==> config.mk <==
export PLATFORM = sky130hd
export DESIGN_NAME = pio_strobe_timer
export DESIGN_NICKNAME = d
export VERILOG_FILES = /design/src/rtl/pio_timing_pkg.sv /design/src/rtl/pio_cfg_regs.sv /design/src/rtl/pio_timing_select.sv /design/src/rtl/pio_phase_counter.sv /design/src/rtl/pio_strobe_timer.sv
export SDC_FILE = /design/constraint.sdc
export NUM_CORES = 1
export LEC_CHECK = 0
export ABC_AREA = 0
export BUFFER_PORTS_ARGS = -buffer_cell sky130_fd_sc_hd__buf_2
export CORE_ASPECT_RATIO = 1.75
export CORE_MARGIN = 3
export CORE_UTILIZATION = 52
export CTS_BUF_LIST = sky130_fd_sc_hd__clkbuf_8 sky130_fd_sc_hd__clkbuf_16
export CTS_CLUSTER_DIAMETER = 60
export DETAILED_ROUTE_END_ITERATION = 6
export GPL_ROUTABILITY_DRIVEN = 0
export PLACE_DENSITY_LB_ADDON = 0.12
export SETUP_SLACK_MARGIN = 0.5
export SYNTH_ARGS = -nofsm -noshare
export SYNTH_HDL_FRONTEND = slang
export SYNTH_SLANG_ARGS = --single-unit
==> constraint.sdc <==
create_clock -name clk -period 1.8 [get_ports clk]
set_clock_uncertainty 0.05 [all_clocks]
set_input_delay 0.27 -clock clk [delete_from_list [all_inputs] [get_ports clk]]
set_output_delay 0.27 -clock clk [all_outputs]
set_load 0.05 [all_outputs]
==> src/rtl/pio_timing_pkg.sv <==
package pio_timing_pkg;

    typedef enum logic [1:0] {
        PH_IDLE    = 2'd0,
        PH_SETUP   = 2'd1,
        PH_ACTIVE  = 2'd2,
        PH_RECOVER = 2'd3
    } pio_phase_e;

    localparam int BYTE_W  = 8;
    localparam int PF_BIT  = 6;
    localparam int SET_LSB = 4;
    localparam int RDY_LSB = 1;
    localparam int RDY_W   = 2;

endpackage

==> src/rtl/pio_cfg_regs.sv <==
module pio_cfg_regs
    import pio_timing_pkg::*;
#(
    parameter int N_DRV  = 2,
    parameter int SET_W  = 2,
    parameter int ADDR_W = 3
) (
    input  logic                               clk,
    input  logic                               rst_n,
    input  logic                               we,
    input  logic [ADDR_W-1:0]                  addr,
    input  logic [BYTE_W-1:0]                  wdata,
    output logic [2*N_DRV-1:0][BYTE_W-1:0]     cyc_q,
    output logic                               pf_q,
    output logic [SET_W-1:0]                   set_q,
    output logic [RDY_W-1:0]                   rdy_q
);
    localparam int N_CYC = 2 * N_DRV;

    for (genvar g = 0; g < N_CYC; g++) begin : g_cyc
        always_ff @(posedge clk or negedge rst_n) begin
            if (!rst_n) begin
                cyc_q[g] <= '0;
            end else if (we && addr == ADDR_W'(g)) begin
                cyc_q[g] <= wdata;
            end
        end
    end

    always_ff @(posedge clk or negedge rst_n) begin
        if (!rst_n) begin
            pf_q  <= 1'b0;
            set_q <= '0;
            rdy_q <= '0;
        end else if (we && addr == ADDR_W'(N_CYC)) begin
            pf_q  <= wdata[PF_BIT];
            set_q <= wdata[SET_LSB +: SET_W];
            rdy_q <= wdata[RDY_LSB +: RDY_W];
        end
    end

endmodule

==> src/rtl/pio_timing_select.sv <==
module pio_timing_select
    import pio_timing_pkg::*;
#(
    parameter int N_DRV = 2,
    parameter int DRV_W = 1,
    parameter int ACT_W = 4,
    parameter int REC_W = 4
) (
    input  logic [2*N_DRV-1:0][BYTE_W-1:0] cyc,
    input  logic [DRV_W-1:0]               drv,
    input  logic                           is_wr,
    output logic [ACT_W-1:0]               act_fld,
    output logic [REC_W-1:0]               rec_fld
);
    localparam int IDX_W = DRV_W + 1;

    logic [IDX_W-1:0]  idx;
    logic [BYTE_W-1:0] pick;

    always_comb begin
        idx     = {drv, is_wr};
        pick    = cyc[idx];
        act_fld = pick[BYTE_W-1 -: ACT_W];
        rec_fld = pick[REC_W-1:0];
    end

endmodule

==> src/rtl/pio_phase_counter.sv <==
module pio_phase_counter #(
    parameter int CNT_W = 5
) (
    input  logic             clk,
    input  logic             rst_n,
    input  logic             load,
    input  logic [CNT_W-1:0] load_val,
    output logic             expired
);
    logic [CNT_W-1:0] cnt_q;

    always_ff @(posedge clk or negedge rst_n) begin
        if (!rst_n) begin
            cnt_q <= '0;
        end else if (load) begin
            cnt_q <= load_val;
        end else if (cnt_q != '0) begin
            cnt_q <= cnt_q - CNT_W'(1);
        end
    end

    assign expired = (cnt_q == '0);

endmodule

==> src/rtl/pio_strobe_timer.sv <==
module pio_strobe_timer
    import pio_timing_pkg::*;
#(
    parameter int N_DRV = 2,
    parameter int ACT_W = 4,
    parameter int REC_W = 4,
    parameter int SET_W = 2
) (
    input  logic                                   clk,
    input  logic                                   rst_n,
    input  logic                                   cfg_we,
    input  logic [$clog2(2*N_DRV+1)-1:0]           cfg_addr,
    input  logic [7:0]                             cfg_wdata,
    input  logic                                   start,
    input  logic [((N_DRV > 1) ? $clog2(N_DRV) : 1)-1:0] drv_sel,
    input  logic                                   is_write,
    output logic                                   dior_n,
    output logic                                   diow_n,
    output logic                                   busy,
    output logic                                   done,
    output logic                                   prefetch_en,
    output logic [2:0]                             ready_wait
);
    localparam int DRV_W  = (N_DRV > 1) ? $clog2(N_DRV) : 1;
    localparam int ADDR_W = $clog2(2*N_DRV+1);
    localparam int CNT_W  = ((ACT_W > REC_W) ? ACT_W : REC_W) + 1;

    logic [2*N_DRV-1:0][BYTE_W-1:0] cyc_q;
    logic                           pf_q;
    logic [SET_W-1:0]               set_q;
    logic [RDY_W-1:0]               rdy_q;
    logic [ACT_W-1:0]               sel_act;
    logic [REC_W-1:0]               sel_rec;

    pio_phase_e       state_q, state_d;
    logic [ACT_W-1:0] snap_act;
    logic [REC_W-1:0] snap_rec;
    logic             snap_wr;
    logic             done_q, done_d;
    logic             take;
    logic             ld;
    logic [CNT_W-1:0] ld_val;
    logic             expired;

    pio_cfg_regs #(
        .N_DRV  (N_DRV),
        .SET_W  (SET_W),
        .ADDR_W (ADDR_W)
    ) u_regs (
        .clk   (clk),
        .rst_n (rst_n),
        .we    (cfg_we),
        .addr  (cfg_addr),
        .wdata (cfg_wdata),
        .cyc_q (cyc_q),
        .pf_q  (pf_q),
        .set_q (set_q),
        .rdy_q (rdy_q)
    );

    pio_timing_select #(
        .N_DRV (N_DRV),
        .DRV_W (DRV_W),
        .ACT_W (ACT_W),
        .REC_W (REC_W)
    ) u_sel (
        .cyc     (cyc_q),
        .drv     (drv_sel),
        .is_wr   (is_write),
        .act_fld (sel_act),
        .rec_fld (sel_rec)
    );

    pio_phase_counter #(
        .CNT_W (CNT_W)
    ) u_cnt (
        .clk      (clk),
        .rst_n    (rst_n),
        .load     (ld),
        .load_val (ld_val),
        .expired  (expired)
    );

    // next-state decision
    always_comb begin
        state_d = state_q;
        ld      = 1'b0;
        ld_val  = '0;
        done_d  = 1'b0;
        take    = 1'b0;
        unique case (state_q)
            PH_IDLE: begin
                if (start) begin
                    state_d = PH_SETUP;
                    ld      = 1'b1;
                    ld_val  = CNT_W'(set_q);
                    take    = 1'b1;
                end
            end
            PH_SETUP: begin
                if (expired) begin
                    state_d = PH_ACTIVE;
                    ld      = 1'b1;
                    ld_val  = CNT_W'(snap_act);
                end
            end
            PH_ACTIVE: begin
                if (expired) begin
                    state_d = PH_RECOVER;
                    ld      = 1'b1;
                    ld_val  = CNT_W'(snap_rec) + CNT_W'(1);
                end
            end
            PH_RECOVER: begin
                if (expired) begin
                    state_d = PH_IDLE;
                    done_d  = 1'b1;
                end
            end
            default: state_d = PH_IDLE;
        endcase
    end

    // state register with per-transfer snapshot
    always_ff @(posedge clk or negedge rst_n) begin
        if (!rst_n) begin
            state_q  <= PH_IDLE;
            done_q   <= 1'b0;
            snap_act <= '0;
            snap_rec <= '0;
            snap_wr  <= 1'b0;
        end else begin
            state_q <= state_d;
            done_q  <= done_d;
            if (take) begin
                snap_act <= sel_act;
                snap_rec <= sel_rec;
                snap_wr  <= is_write;
            end
        end
    end

    // outputs from state
    always_comb begin
        busy        = (state_q != PH_IDLE);
        dior_n      = !((state_q == PH_ACTIVE) && !snap_wr);
        diow_n      = !((state_q == PH_ACTIVE) &&  snap_wr);
        done        = done_q;
        prefetch_en = pf_q;
        ready_wait  = {1'b0, rdy_q} + 3'd2;
    end

endmodule

## After elaboration in Yosys (flattened, before gate mapping)

Cells that the tools add are included.

- Add/subtract/negate cells: 3
- $lt $le $gt $ge: 1
- Equal/unequal tests: 11
- Multiplexer cells: 18
- Reductions and logical operators: 18

Operator list:

| operator | number |
|---|---|
| binary-select mux 8 bit (select 2 bit) | 1 |
| 2-to-1 mux 5 bit | 3 |
| one-hot mux 5 bit (3 select lines) | 1 |
| 2-to-1 mux 2 bit | 5 |
| 2-to-1 mux 8 bit | 1 |
| inequality test 2 bit (second input constant) | 4 |
| one-hot mux 2 bit (4 select lines) | 1 |
| logical AND 1 bit | 7 |
| equality test 3 x 2 -> 1 bit (second input constant) | 2 |
| adder 4 x 1 -> 5 bit (second input constant) | 1 |
| logical NOT 5 bit | 1 |
| nonzero test 5 bit | 1 |
| subtractor 5 x 1 -> 5 bit (second input constant) | 1 |
| equality test 2 bit (second input constant) | 2 |
| 2-to-1 mux 1 bit | 4 |
| 2-to-1 mux 4 bit | 1 |
| AND reduction 4 bit | 1 |
| nonzero test 2 bit | 2 |
| adder 2 x 2 -> 3 bit (second input constant) | 1 |
| equality test 3 x 1 -> 1 bit (second input constant) | 1 |
| equality test 3 bit (second input constant) | 1 |
| logical NOT 1 bit | 3 |
| logical NOT 3 bit | 1 |
| < comparator 2 x 3 -> 1 bit (second input constant) | 1 |
| 4 further kinds | 4 |

- Register bits after elaboration: 54
- Input port bits: 17
- Output and inout port bits: 8
- Logic and storage cells: 64

## Logic depth before layout (Yosys ltp)

Gate-level depths: netlist of the first run.

- Depth in word-level cells: 4
- Gate-level depth with buffers: 7
- Depth with buffers taken out: 6

## Modules after synthesis

Synthesis of the first run repeated with hierarchy kept, for this count alone.

- Cells, all modules: 181
- Area, all modules: 2,627.5 um2

Modules (own cells, without submodules):

| module | instances | cells an instance | area each (um2) | sequential area each (um2) |
|---|---|---|---|---|
| pio_cfg_regs | 1 | 81 | 1,417.6 | 925.9 |
| pio_strobe_timer | 1 | 63 | 734.5 | 300.3 |
| pio_phase_counter | 1 | 27 | 279.0 | 125.1 |
| pio_timing_select | 1 | 10 | 196.4 | 0.0 |

## Least setup slack after synthesis of the first run

Ideal clock, no wire load.

- Path kind: reg-to-reg
- Start point: reg state_q[0]
- End point: reg state_q[1]
- Library setup time: 0.125 ns
- Data arrival time: 1.521 ns
- Data required time: 1.625 ns
- Setup slack: 0.105 ns
- Stages on the path, launching flop included: 8
- Path buffers: 1
- Clock period less this slack: 1.695 ns
- Cells stage by stage: dfrtp_1 -> inv_1 -> ha_1 -> clkbuf_1 -> nor3_1 -> nor2_1 -> a21oi_1 -> mux2_2

- Cells in the longest elaborated chain, start to end: 3
- Elaborated cells on any way between the ends: 10
- Those cells by class: 7 x eq/ne; 1 x mux; 2 x reduce/logical

RTL lines:

| item | line | text |
|---|---|---|
| start, declared | pio_strobe_timer.sv:35 | `pio_phase_e state_q, state_d;` |
| start signal, assigned | pio_strobe_timer.sv:133 | `state_q <= state_d;` |
| equality test 2 x 1 -> 1 bit (tied with other cells) | pio_strobe_timer.sv:91 | `unique case (state_q)` |
| inequality test 2 bit (no source line) | - |  |
| AND reduction 4 bit (no source line) | - |  |

Parallel ways exist; a longest one is shown, timed or not.
A chain may end at the register's enable or synchronous reset.

## Worst setup path after layout of the first run

- Start point: reg state_q[1]
- End point: reg state_q[1]

The elaborated chain is that of the path after synthesis.

==> metrics.md, run 1 <==
| Metric | Value |
|---|---|
| Mean cell area of the mapped netlist | `roughly 14 um2` |
| Area of the core region | `4710 um2` |
| Post-Synthesis Cells | `176` |
| Yosys warning count | `0` |
| Sequential cell area fraction in the yosys report | `0.534` |
| Die outline area | `5780 um2` |
| Share of cells above drive strength 1 | `0.646` |
| Total CTS buffers | `5` |
| Drt first-iter violations | `61` |
| Nets | `around 250` |
| TritonCTS clock tree | `done` |
| Largest stage delay, worst path | `about 0.48 ns` |
| Startpoint type of the worst setup path | `flip-flop` |
| Logic depth of the worst register-to-register path | `6` |
| Required time reported for the critical path endpoint | `a little under 2 ns` |
| Layout area overhead | `31.0%` |
| Mapped Nets | `just under 200` |
| Leakage power figure | `1.47 nW` |
| Largest buffer count on any clock path | `2` |
| Ordered cell list for the critical path | `buf_6 > ha_4 > nor3_4 > nor2_2 > a21oi_2 > mux2_4` |
| Nature of the critical path endpoint | `flip-flop` |
| Critical path origin | `state_q[1]$_DFFE_PN0P_` |
| Arrival time at the worst endpoint | `1.78 ns` |
| Reg-to-reg endpoint | `state_q[1]$_DFFE_PN0P_` |
| Std cell rows | `33` |
| Insertion delay of the later-clocked pin in the worst-skew pair | `approximately 0.3 ns` |
| CTS Sinks | `54` |
| Critical Path Slowest Stage Cell | `sky130_fd_sc_hd__dfrtp_2` |
| Drt via density | `around 5.9` |
| Vias post-DR | `1645` |
| Fill cell instance count of the final layout | `~320` |
| Overall Global Routing Usage | `0.214` |
| Crit path max fanout | `5` |
| Maximum resistive drop on vdd | `roughly 1.4 mV` |
| Total of max-cap violations | `0` |
| Flip-flop and latch count after synthesis | `54` |
| Kind of path behind the tightest hold check | `in -> async` |
| Post-route setup TNS | `0 ns` |
| Length of the first detailed-routing pass in iterations | `4` |
| Power per Cell Area | `1630 nW/um2` |
| Number of inserted diodes | `0` |
| Final cell utilization of the core | `0.705` |
| Half-perimeter wire length of the detailed placement result | `about 3700 um` |
| Final period util | `0.913` |
| Final critical delay including setup and external delays | `about 1.6 ns` |
| Antenna violations before repair | `0` |
| Chip Height | `approximately 98 um` |
| Master cell of the clock root buffer | `sky130_fd_sc_hd__clkbuf_8` |
| Register clock-pin slew on the reported worst setup and hold paths | `approximately 0.09 ns` |
| Outcome | `complete, no violations` |
| Maximum number of pins on one net before global-route repair | `55` |
| Total congestion overflow | `0` |
| Number of I/O port buffers | `24` |
| Startpoint of the worst-slack reg-to-reg timing path | `state_q[1]$_DFFE_PN0P_` |
| Final setup violating endpoints | `0` |
| Maximum achievable frequency | `between 600 and 700 MHz` |
| Post-detailed-routing wire length | `between 5000 and 6000 um` |
| Initial core utilization | `0.538` |
| Final Hold Violating Endpoints | `0` |
| Vias in the first global route | `roughly 1800` |
| Top-level port count | `25` |
| Chip Width | `58.8 um` |
| H-Tree Level Count | `2` |
| Slew at the pin with the worst max-slew slack | `0.660 ns` |
| DRC | `0` |
| Post-synthesis cell type count | `36` |
| Worst-case headroom to the max-slew limit | `0.560` |
| RSZ-0062 raised after global routing | `yes` |
| First-pass GRT wire length | `9220 um` |
| Syn Std Cell Area | `between 2000 and 3000 um2` |
| Path type of the worst setup path | `reg -> reg` |
| Number of antenna-violating nets in the routed design | `0` |
| Wire length per cell | `around 20 um` |
| Max Transition Viols Final | `0` |
| Reg-to-reg slack, setup | `around 0.16 ns` |
## power breakdown
part           switching [mW]  internal [mW]  leakage, nW
Combinational            1.26           1.56        0.769
Clock                   0.372          0.306       0.0524
Sequential              0.322           1.58        0.650
Total                    1.96           3.45         1.47
## flip-flops by register name (all words and copies together) (netlist names)
signal	count
snap_act	4
snap_wr	1
u_cnt.cnt_q	5
u_regs.cyc_q	32
done	1
state_q	2
u_regs.pf_q	1
u_regs.rdy_q	2
snap_rec	4
u_regs.set_q	2
## per-layer routing
layer	up-vias	global-route usage	wire, um
li1	749	-	-
met1	847	0.246	2090
met2	37	0.385	3280
met3	12	0.0291	150
met4	0	0.0838	144
met5	-	0	0
## critical path: cells and delay by family (launching register included)
| kind | cells | cell delay [ns] |
|---|---|---|
| multiplexers | 1 | 0.32 |
| buffers and inverters | 1 | 0.14 |
| AO/OA/AOI/OAI | 1 | 0.16 |
| AND/OR/NAND/NOR | 2 | 0.19 |
| flip-flops | 1 | 0.48 |
| adder cells (fa/ha/maj) | 1 | 0.19 |
## synthesized netlist by cell type
| master | instances | area (um2) |
|---|---|---|
| sky130_fd_sc_hd__nor2_2 | 1 | 6.26 |
| sky130_fd_sc_hd__a21oi_1 | 4 | 20.0 |
| sky130_fd_sc_hd__o221ai_1 | 2 | 17.5 |
| sky130_fd_sc_hd__inv_1 | 7 | 26.3 |
| sky130_fd_sc_hd__nor3_2 | 1 | 10.0 |
| sky130_fd_sc_hd__nor2_1 | 4 | 15.0 |
| sky130_fd_sc_hd__o32a_1 | 1 | 10.0 |
| sky130_fd_sc_hd__nand2b_1 | 1 | 6.26 |
| sky130_fd_sc_hd__o21ai_1 | 1 | 5.00 |
| sky130_fd_sc_hd__clkbuf_1 | 2 | 7.51 |
| sky130_fd_sc_hd__a22oi_1 | 1 | 7.51 |
| sky130_fd_sc_hd__and2b_1 | 1 | 7.51 |
| sky130_fd_sc_hd__or4b_4 | 1 | 13.8 |
| sky130_fd_sc_hd__nor3_1 | 2 | 10.0 |
| sky130_fd_sc_hd__and3b_1 | 1 | 8.76 |
| sky130_fd_sc_hd__and3_1 | 1 | 6.26 |
| sky130_fd_sc_hd__o21ai_0 | 1 | 5.00 |
| sky130_fd_sc_hd__xnor2_1 | 3 | 26.3 |
| sky130_fd_sc_hd__mux2_2 | 47 | 529 |
| sky130_fd_sc_hd__buf_2 | 3 | 15.0 |
| sky130_fd_sc_hd__nand3_1 | 3 | 15.0 |
| sky130_fd_sc_hd__ha_1 | 6 | 75.1 |
| sky130_fd_sc_hd__xor2_1 | 1 | 8.76 |
| sky130_fd_sc_hd__mux2i_1 | 1 | 10.0 |
| sky130_fd_sc_hd__nor4b_4 | 1 | 23.8 |
| sky130_fd_sc_hd__o22ai_1 | 1 | 6.26 |
| sky130_fd_sc_hd__o2bb2ai_1 | 1 | 8.76 |
| sky130_fd_sc_hd__o21ai_2 | 1 | 8.76 |
| sky130_fd_sc_hd__dfrtp_1 | 54 | 1350 |
| sky130_fd_sc_hd__nand4_1 | 1 | 6.26 |
| sky130_fd_sc_hd__nor3b_4 | 1 | 18.8 |
| sky130_fd_sc_hd__mux4_2 | 8 | 180 |
| sky130_fd_sc_hd__and2_1 | 1 | 6.26 |
| sky130_fd_sc_hd__a22o_1 | 2 | 17.5 |
| sky130_fd_sc_hd__nand2_1 | 8 | 30.0 |
| sky130_fd_sc_hd__nor3b_2 | 1 | 12.5 |
## worst max path at each step
stage | endpoint | slack, ns | cells after the start
2_1_floorplan | state_q[1]$_DFFE_PN0P_ | 0.19 | 6
3_3_place_gp | state_q[1]$_DFFE_PN0P_ | 0.12 | 6
3_5_place_dp | state_q[1]$_DFFE_PN0P_ | 0.01 | 6
4_1_cts | diow_n | 0.18 | 4
5_1_grt | u_cnt.cnt_q[0]$_DFFE_PN0P_ | 0.12 | 6
6_report | state_q[1]$_DFFE_PN0P_ | 0.16 | 6
## timing repair
item                       CTS  global route
cloned                       1             0
resized for setup           42            10
pin swaps                   12             5
hold buffers                 0             0
setup endpoints to repair   20            22
setup buffers               14             3
## placed cells by master (no fill, tap or decap), types with 2 or more instances in the layout
cell type / count
sky130_fd_sc_hd__ha_4: 5
sky130_fd_sc_hd__nand2_1: 5
sky130_fd_sc_hd__nor3b_4: 2
sky130_fd_sc_hd__buf_6: 6
sky130_fd_sc_hd__inv_4: 2
sky130_fd_sc_hd__a21oi_2: 2
sky130_fd_sc_hd__a22o_1: 2
sky130_fd_sc_hd__buf_4: 16
sky130_fd_sc_hd__nand2_8: 2
sky130_fd_sc_hd__nand3_1: 2
sky130_fd_sc_hd__mux2_4: 19
sky130_fd_sc_hd__nor2_4: 2
sky130_fd_sc_hd__nor2_1: 2
sky130_fd_sc_hd__clkbuf_8: 6
sky130_fd_sc_hd__xnor2_1: 3
sky130_fd_sc_hd__dfrtp_1: 51
sky130_fd_sc_hd__mux4_2: 8
sky130_fd_sc_hd__inv_1: 2
sky130_fd_sc_hd__buf_8: 3
sky130_fd_sc_hd__dfrtp_2: 3
sky130_fd_sc_hd__buf_2: 19
sky130_fd_sc_hd__inv_2: 3
sky130_fd_sc_hd__mux2_2: 28
## area by class of cell
cell class,count,area [um2],share of cell area
well taps,52,65.1,0.0196
inverters,7,35.0,0.0106
clock buffers,6,82.6,0.0249
repair buffers,46,355,0.107
clock inverters,2,8.76,0.00264
flip-flops and latches,54,1360,0.408
multi-input cells,111,1420,0.427
## kinds of logic (layout without fill, tap and decap cells)
logic type,count (synthesis),after routing,synth area share
flip-flops,54,54,0.534
multiplexers,56,56,0.284
AND/OR/NAND/NOR,29,30,0.0776
AO/OA/AOI/OAI,15,15,0.0420
adder cells (fa/ha/maj),6,6,0.0296
buffers and inverters,12,61,0.0193
XOR/XNOR,4,4,0.0138
## stage by stage
| step | area [um2] | std cells | hold slack [ns] | total power, mW | setup WS [ns] |
|---|---|---|---|---|---|
| after floorplan | 2690 | 176 | -0.0756 | 3.29 | 0.193 |
| after detailed placement | 2850 | 252 | 0.383 | 3.69 | 0.0120 |
| after global routing | 3320 | 278 | 0.0817 | 5.65 | 0.115 |
| after CTS | 3240 | 275 | 0.0550 | 5.14 | 0.182 |
| after global placement | 2850 | 252 | 0.364 | 3.55 | 0.124 |
| final | 3320 | 278 | 0.0405 | 5.41 | 0.157 |
(Power assumes the default switching activity.)
==> run 2, diff against run 1 <==
--- a/config.mk
+++ b/config.mk
@@ -9,7 +9,7 @@
 export BUFFER_PORTS_ARGS = -buffer_cell sky130_fd_sc_hd__buf_2
 export CORE_ASPECT_RATIO = 1.75
 export CORE_MARGIN = 3
-export CORE_UTILIZATION = 52
+export CORE_UTILIZATION = 55
 export CTS_BUF_LIST = sky130_fd_sc_hd__clkbuf_8 sky130_fd_sc_hd__clkbuf_16
 export CTS_CLUSTER_DIAMETER = 60
 export DETAILED_ROUTE_END_ITERATION = 6
==> constraint.sdc (replaced) <==
create_clock -name clk -period 1.7 [get_ports clk]
set_clock_uncertainty 0.05 [all_clocks]
set_input_delay 0.255 -clock clk [delete_from_list [all_inputs] [get_ports clk]]
set_output_delay 0.255 -clock clk [all_outputs]
set_load 0.05 [all_outputs]
==> run 2 against run 1 <==
  * Flip-flop and latch count is the same
  * Critical path depth down 1
  * First-iteration DRC count is 34% lower
  * Largest power group unchanged
  * Critical endpoint is now busy
  * Clock power rose by 29%
  * Highest routed layer unchanged
  * Routed wire length shrank 2.0%
  * Global-route usage is 0.88 points higher
  * Worst setup slack got worse by 0.099 ns
  * Total power rose by 3.6%
==> metrics.md, run 2 (synthesis results as in run 1) <==
| Metric | Value |
|---|---|
| Proportion of total power due to net switching | `0.341 (was 0.362)` |
| Final Hold Violating Endpoints | `0 (unchanged)` |
| Number of antenna-violating nets in the routed design | `0 (unchanged)` |
| Post-route worst hold slack | `0.175 ns (was 0.0405 ns)` |
| Required time reported for the critical path endpoint | `1.39 ns (was 1.93 ns)` |
| Number of I/O port buffers | `24 (unchanged)` |
| Ordered cell list for the critical path | `inv_2 > ha_4 > buf_6 > clkinvlp_4 > buf_6 (was buf_6 > ha_4 > nor3_4 > nor2_2 > a21oi_2 > mux2_4)` |
| Cell family contributing the most delay on the critical path | `buffers and inverters (was flip-flops)` |
| Length of the first detailed-routing pass in iterations | `4 (unchanged)` |
| Final std cells w/o fill | `280 (was 278)` |
| Seq pwr share | `0.355 (was 0.352)` |
| Most used cell, CP | `sky130_fd_sc_hd__buf_6` |
| Vias post-DR | `1643 (was 1645)` |
| Register clock-pin slew on the reported worst setup and hold paths | `0.09 ns (about the same)` |
| Total of max-cap violations | `0 (unchanged)` |
| Largest buffer count on any clock path | `2 (unchanged)` |
| Biggest registers after layout | `u_regs.cyc_q (32), u_cnt.cnt_q (5) (unchanged)` |
| Cell count after placement | `257 (was 252)` |
| Largest stage delay, worst path | `0.43 ns (was 0.48 ns)` |
| Leakage power figure | `1.54 nW (was 1.47 nW)` |
| Final non-filler cell area | `3420 um2 (was 3320 um2)` |
| Most used routing layer | `met2 (unchanged)` |
| Kind of path behind the tightest hold check | `in -> reg (was in -> async)` |
| Nature of the critical path endpoint | `output pin (was flip-flop)` |
| Chip Width | `57.3 um (was 58.8 um)` |
| Maximum resistive drop on vdd | `1.64 mV (was 1.37 mV)` |
| Antenna violations before repair | `0 (unchanged)` |
| Startpoint type of the worst setup path | `flip-flop (unchanged)` |
| Power per Cell Area | `1640 nW/um2 (was 1630 nW/um2)` |
| Die outline area | `5490 um2 (was 5780 um2)` |
| Crit path capture | `busy (was state_q[1]$_DFFE_PN0P_)` |
| Slew at the pin with the worst max-slew slack | `0.402 ns (was 0.660 ns)` |
| CTS Sinks | `54 (unchanged)` |
| Total congestion overflow | `0 (unchanged)` |
| Part of the total power dissipated in the clock network | `0.155 (was 0.125)` |
| Master cell of the clock root buffer | `sky130_fd_sc_hd__clkbuf_8 (unchanged)` |
| Area of the core region | `4440 um2 (was 4710 um2)` |
| Number of inserted diodes | `0 (unchanged)` |
| First-pass GRT wire length | `9010 um (was 9220 um)` |
| Chip Height | `95.8 um (was 98.3 um)` |
| Placed standard-cell area | `3020 um2 (was 2850 um2)` |
| Post-detailed-routing wire length | `5560 um (was 5670 um)` |
| Half-perimeter wire length of the detailed placement result | `3880 um (was 3710 um)` |
| Drt first-iter violations | `40 (was 61)` |
| Global routing usage on met2 | `0.412 (was 0.385)` |
| Outcome | `complete, no violations (unchanged)` |
| Flip-flop count of the largest register after layout | `32 (unchanged)` |
| TritonCTS clock tree | `done (unchanged)` |
| Logic depth of the worst register-to-register path | `6 (unchanged)` |
| Crit path max fanout | `4 (was 5)` |
| H-Tree Level Count | `2 (unchanged)` |
| Max Transition Viols Final | `0 (unchanged)` |
| Reg-to-reg endpoint | `state_q[1]$_DFFE_PN0P_ (unchanged)` |
| Worst-case headroom to the max-slew limit | `0.732 (was 0.560)` |
| Instance count on the critical path | `5 (was 6)` |
| Net switching power of the design | `1.91 mW (was 1.96 mW)` |
| Arrival time at the worst endpoint | `1.34 ns (was 1.78 ns)` |
| Met3 Usage GRT | `0.0349 (was 0.0291)` |
| Portion of total power attributed to combinational logic | `0.489 (was 0.522)` |
| Top-level port count | `25 (unchanged)` |
| Final setup violating endpoints | `0 (unchanged)` |
| Final period util | `0.966` |
| RSZ-0062 raised after global routing | `yes (unchanged)` |
| Critical path origin | `state_q[0]$_DFFE_PN0P_ (was state_q[1]$_DFFE_PN0P_)` |
| WP buf/inv | `4 (was 1)` |
| Vias in the first global route | `1842 (was 1838)` |
| Most frequent cells in the layout | `sky130_fd_sc_hd__dfrtp_1 (52), sky130_fd_sc_hd__mux2_4 (34), sky130_fd_sc_hd__buf_4 (17) (was sky130_fd_sc_hd__dfrtp_1 (51), sky130_fd_sc_hd__mux2_2 (28), sky130_fd_sc_hd__mux2_4 (19), sky130_fd_sc_hd__buf_2 (19), sky130_fd_sc_hd__buf_4 (16))` |
| Total CTS buffers | `5 (unchanged)` |
| Final critical delay including setup and external delays | `1.64 ns` |
| Met1 Track Usage GR | `0.246 (about the same)` |
| Overall Global Routing Usage | `0.223 (was 0.214)` |
| Insertion delay of the later-clocked pin in the worst-skew pair | `0.30 ns (about the same)` |
| Initial core utilization | `0.570 (was 0.538)` |
| Final cell utilization of the core | `0.770 (was 0.705)` |
| Maximum number of pins on one net before global-route repair | `39 (was 55)` |
| DRC | `0 (unchanged)` |
| Path type of the worst setup path | `reg -> out (was reg -> reg)` |
| Internal power summed over all cells | `3.69 mW (was 3.45 mW)` |
| Most frequent standard cell in the layout excluding fill and tap cells | `sky130_fd_sc_hd__dfrtp_1 (unchanged)` |
| Drt via density | `5.87 (was 5.92)` |
| Nets | `252 (was 248)` |
| Share of cells above drive strength 1 | `0.633 (was 0.646)` |
| Layout area overhead | `35.1% (was 31.0%)` |
| Wire length per cell | `19.8 um (was 20.4 um)` |
| Startpoint of the worst-slack reg-to-reg timing path | `state_q[0]$_DFFE_PN0P_ (was state_q[1]$_DFFE_PN0P_)` |
| Critical Path Slowest Stage Cell | `sky130_fd_sc_hd__dfrtp_1 (was sky130_fd_sc_hd__dfrtp_2)` |
| Std cell rows | `32 (was 33)` |
| Register with the most flip-flops | `u_regs.cyc_q (unchanged)` |
| Maximum achievable frequency | `609 MHz` |
| Reg-to-reg slack, setup | `0.07 ns (was 0.16 ns)` |
==> run 2: worst min path at each step <==
stage	from	endpoint	slack, ns	depth (start not counted)
3_5_place_dp	rst_n	snap_act[0]$_DFFE_PN0P_	0.15	1
2_1_floorplan	rst_n	done$_DFF_PN0_	-0.09	0
5_1_grt	cfg_wdata[0]	u_regs.cyc_q[0]$_DFFE_PN0P_	0.17	2
3_3_place_gp	rst_n	snap_act[0]$_DFFE_PN0P_	0.14	1
4_1_cts	cfg_wdata[2]	u_regs.rdy_q[1]$_DFFE_PN0P_	0.16	3
6_report	cfg_wdata[2]	u_regs.rdy_q[1]$_DFFE_PN0P_	0.17	3
==> run 2: worst register-to-register path: cells and delay by family (launching register included) <==
family | cells | cell delay, ns
AO/OA/AOI/OAI | 1 | 0.17
adder cells (fa/ha/maj) | 1 | 0.18
buffers and inverters | 3 | 0.35
flip-flops | 1 | 0.42
multiplexers | 1 | 0.36
==> run 2: through the flow <==
step                total power, mW  worst slack [ns]  setup TNS, ns
floorplan                      3.58            0.0933              0
finish                         5.60            0.0579              0
global route                   5.89           0.00838              0
detailed placement             4.09           -0.0361        -0.0396
CTS                            5.51            0.0541              0
global placement               3.97            0.0141              0
==> run 2: repair_timing <==
item | CTS | global route
hold buffers | 1 | 0
cloned | 1 | 0
pin swaps | 9 | 5
resized for setup | 34 | 3
endpoints found under the hold margin | 16 | 0
endpoints found under the setup margin | 41 | 24
setup buffers | 10 | 4
==> run 2: metal layers <==
layer,share of wire,vias up,routed length [um]
met5,0,-,0
met4,0.029,0,160
met3,0.029,10,159
met2,0.56,34,3120
met1,0.38,852,2110
li1,-,747,-
==> run 2: power by group through the flow <==
stage	Sequential, mW	Clock [mW]	Combinational (mW)
after floorplan	1.98	0	1.60
after global placement	1.96	0	2.01
after detailed placement	1.99	0	2.09
after CTS	1.99	0.886	2.63
after global routing	2.04	0.936	2.91
final	1.99	0.871	2.74
==> run 2: area by class of cell <==
type,instances,area (um2)
Fill cell,259,1020
Clock inverter,1,30.0
Multi-Input combinational cell,111,1410
Clock buffer,6,82.6
Sequential cell,54,1350
Inverter,7,33.8
Timing Repair Buffer,50,445
Tap cell,51,63.8
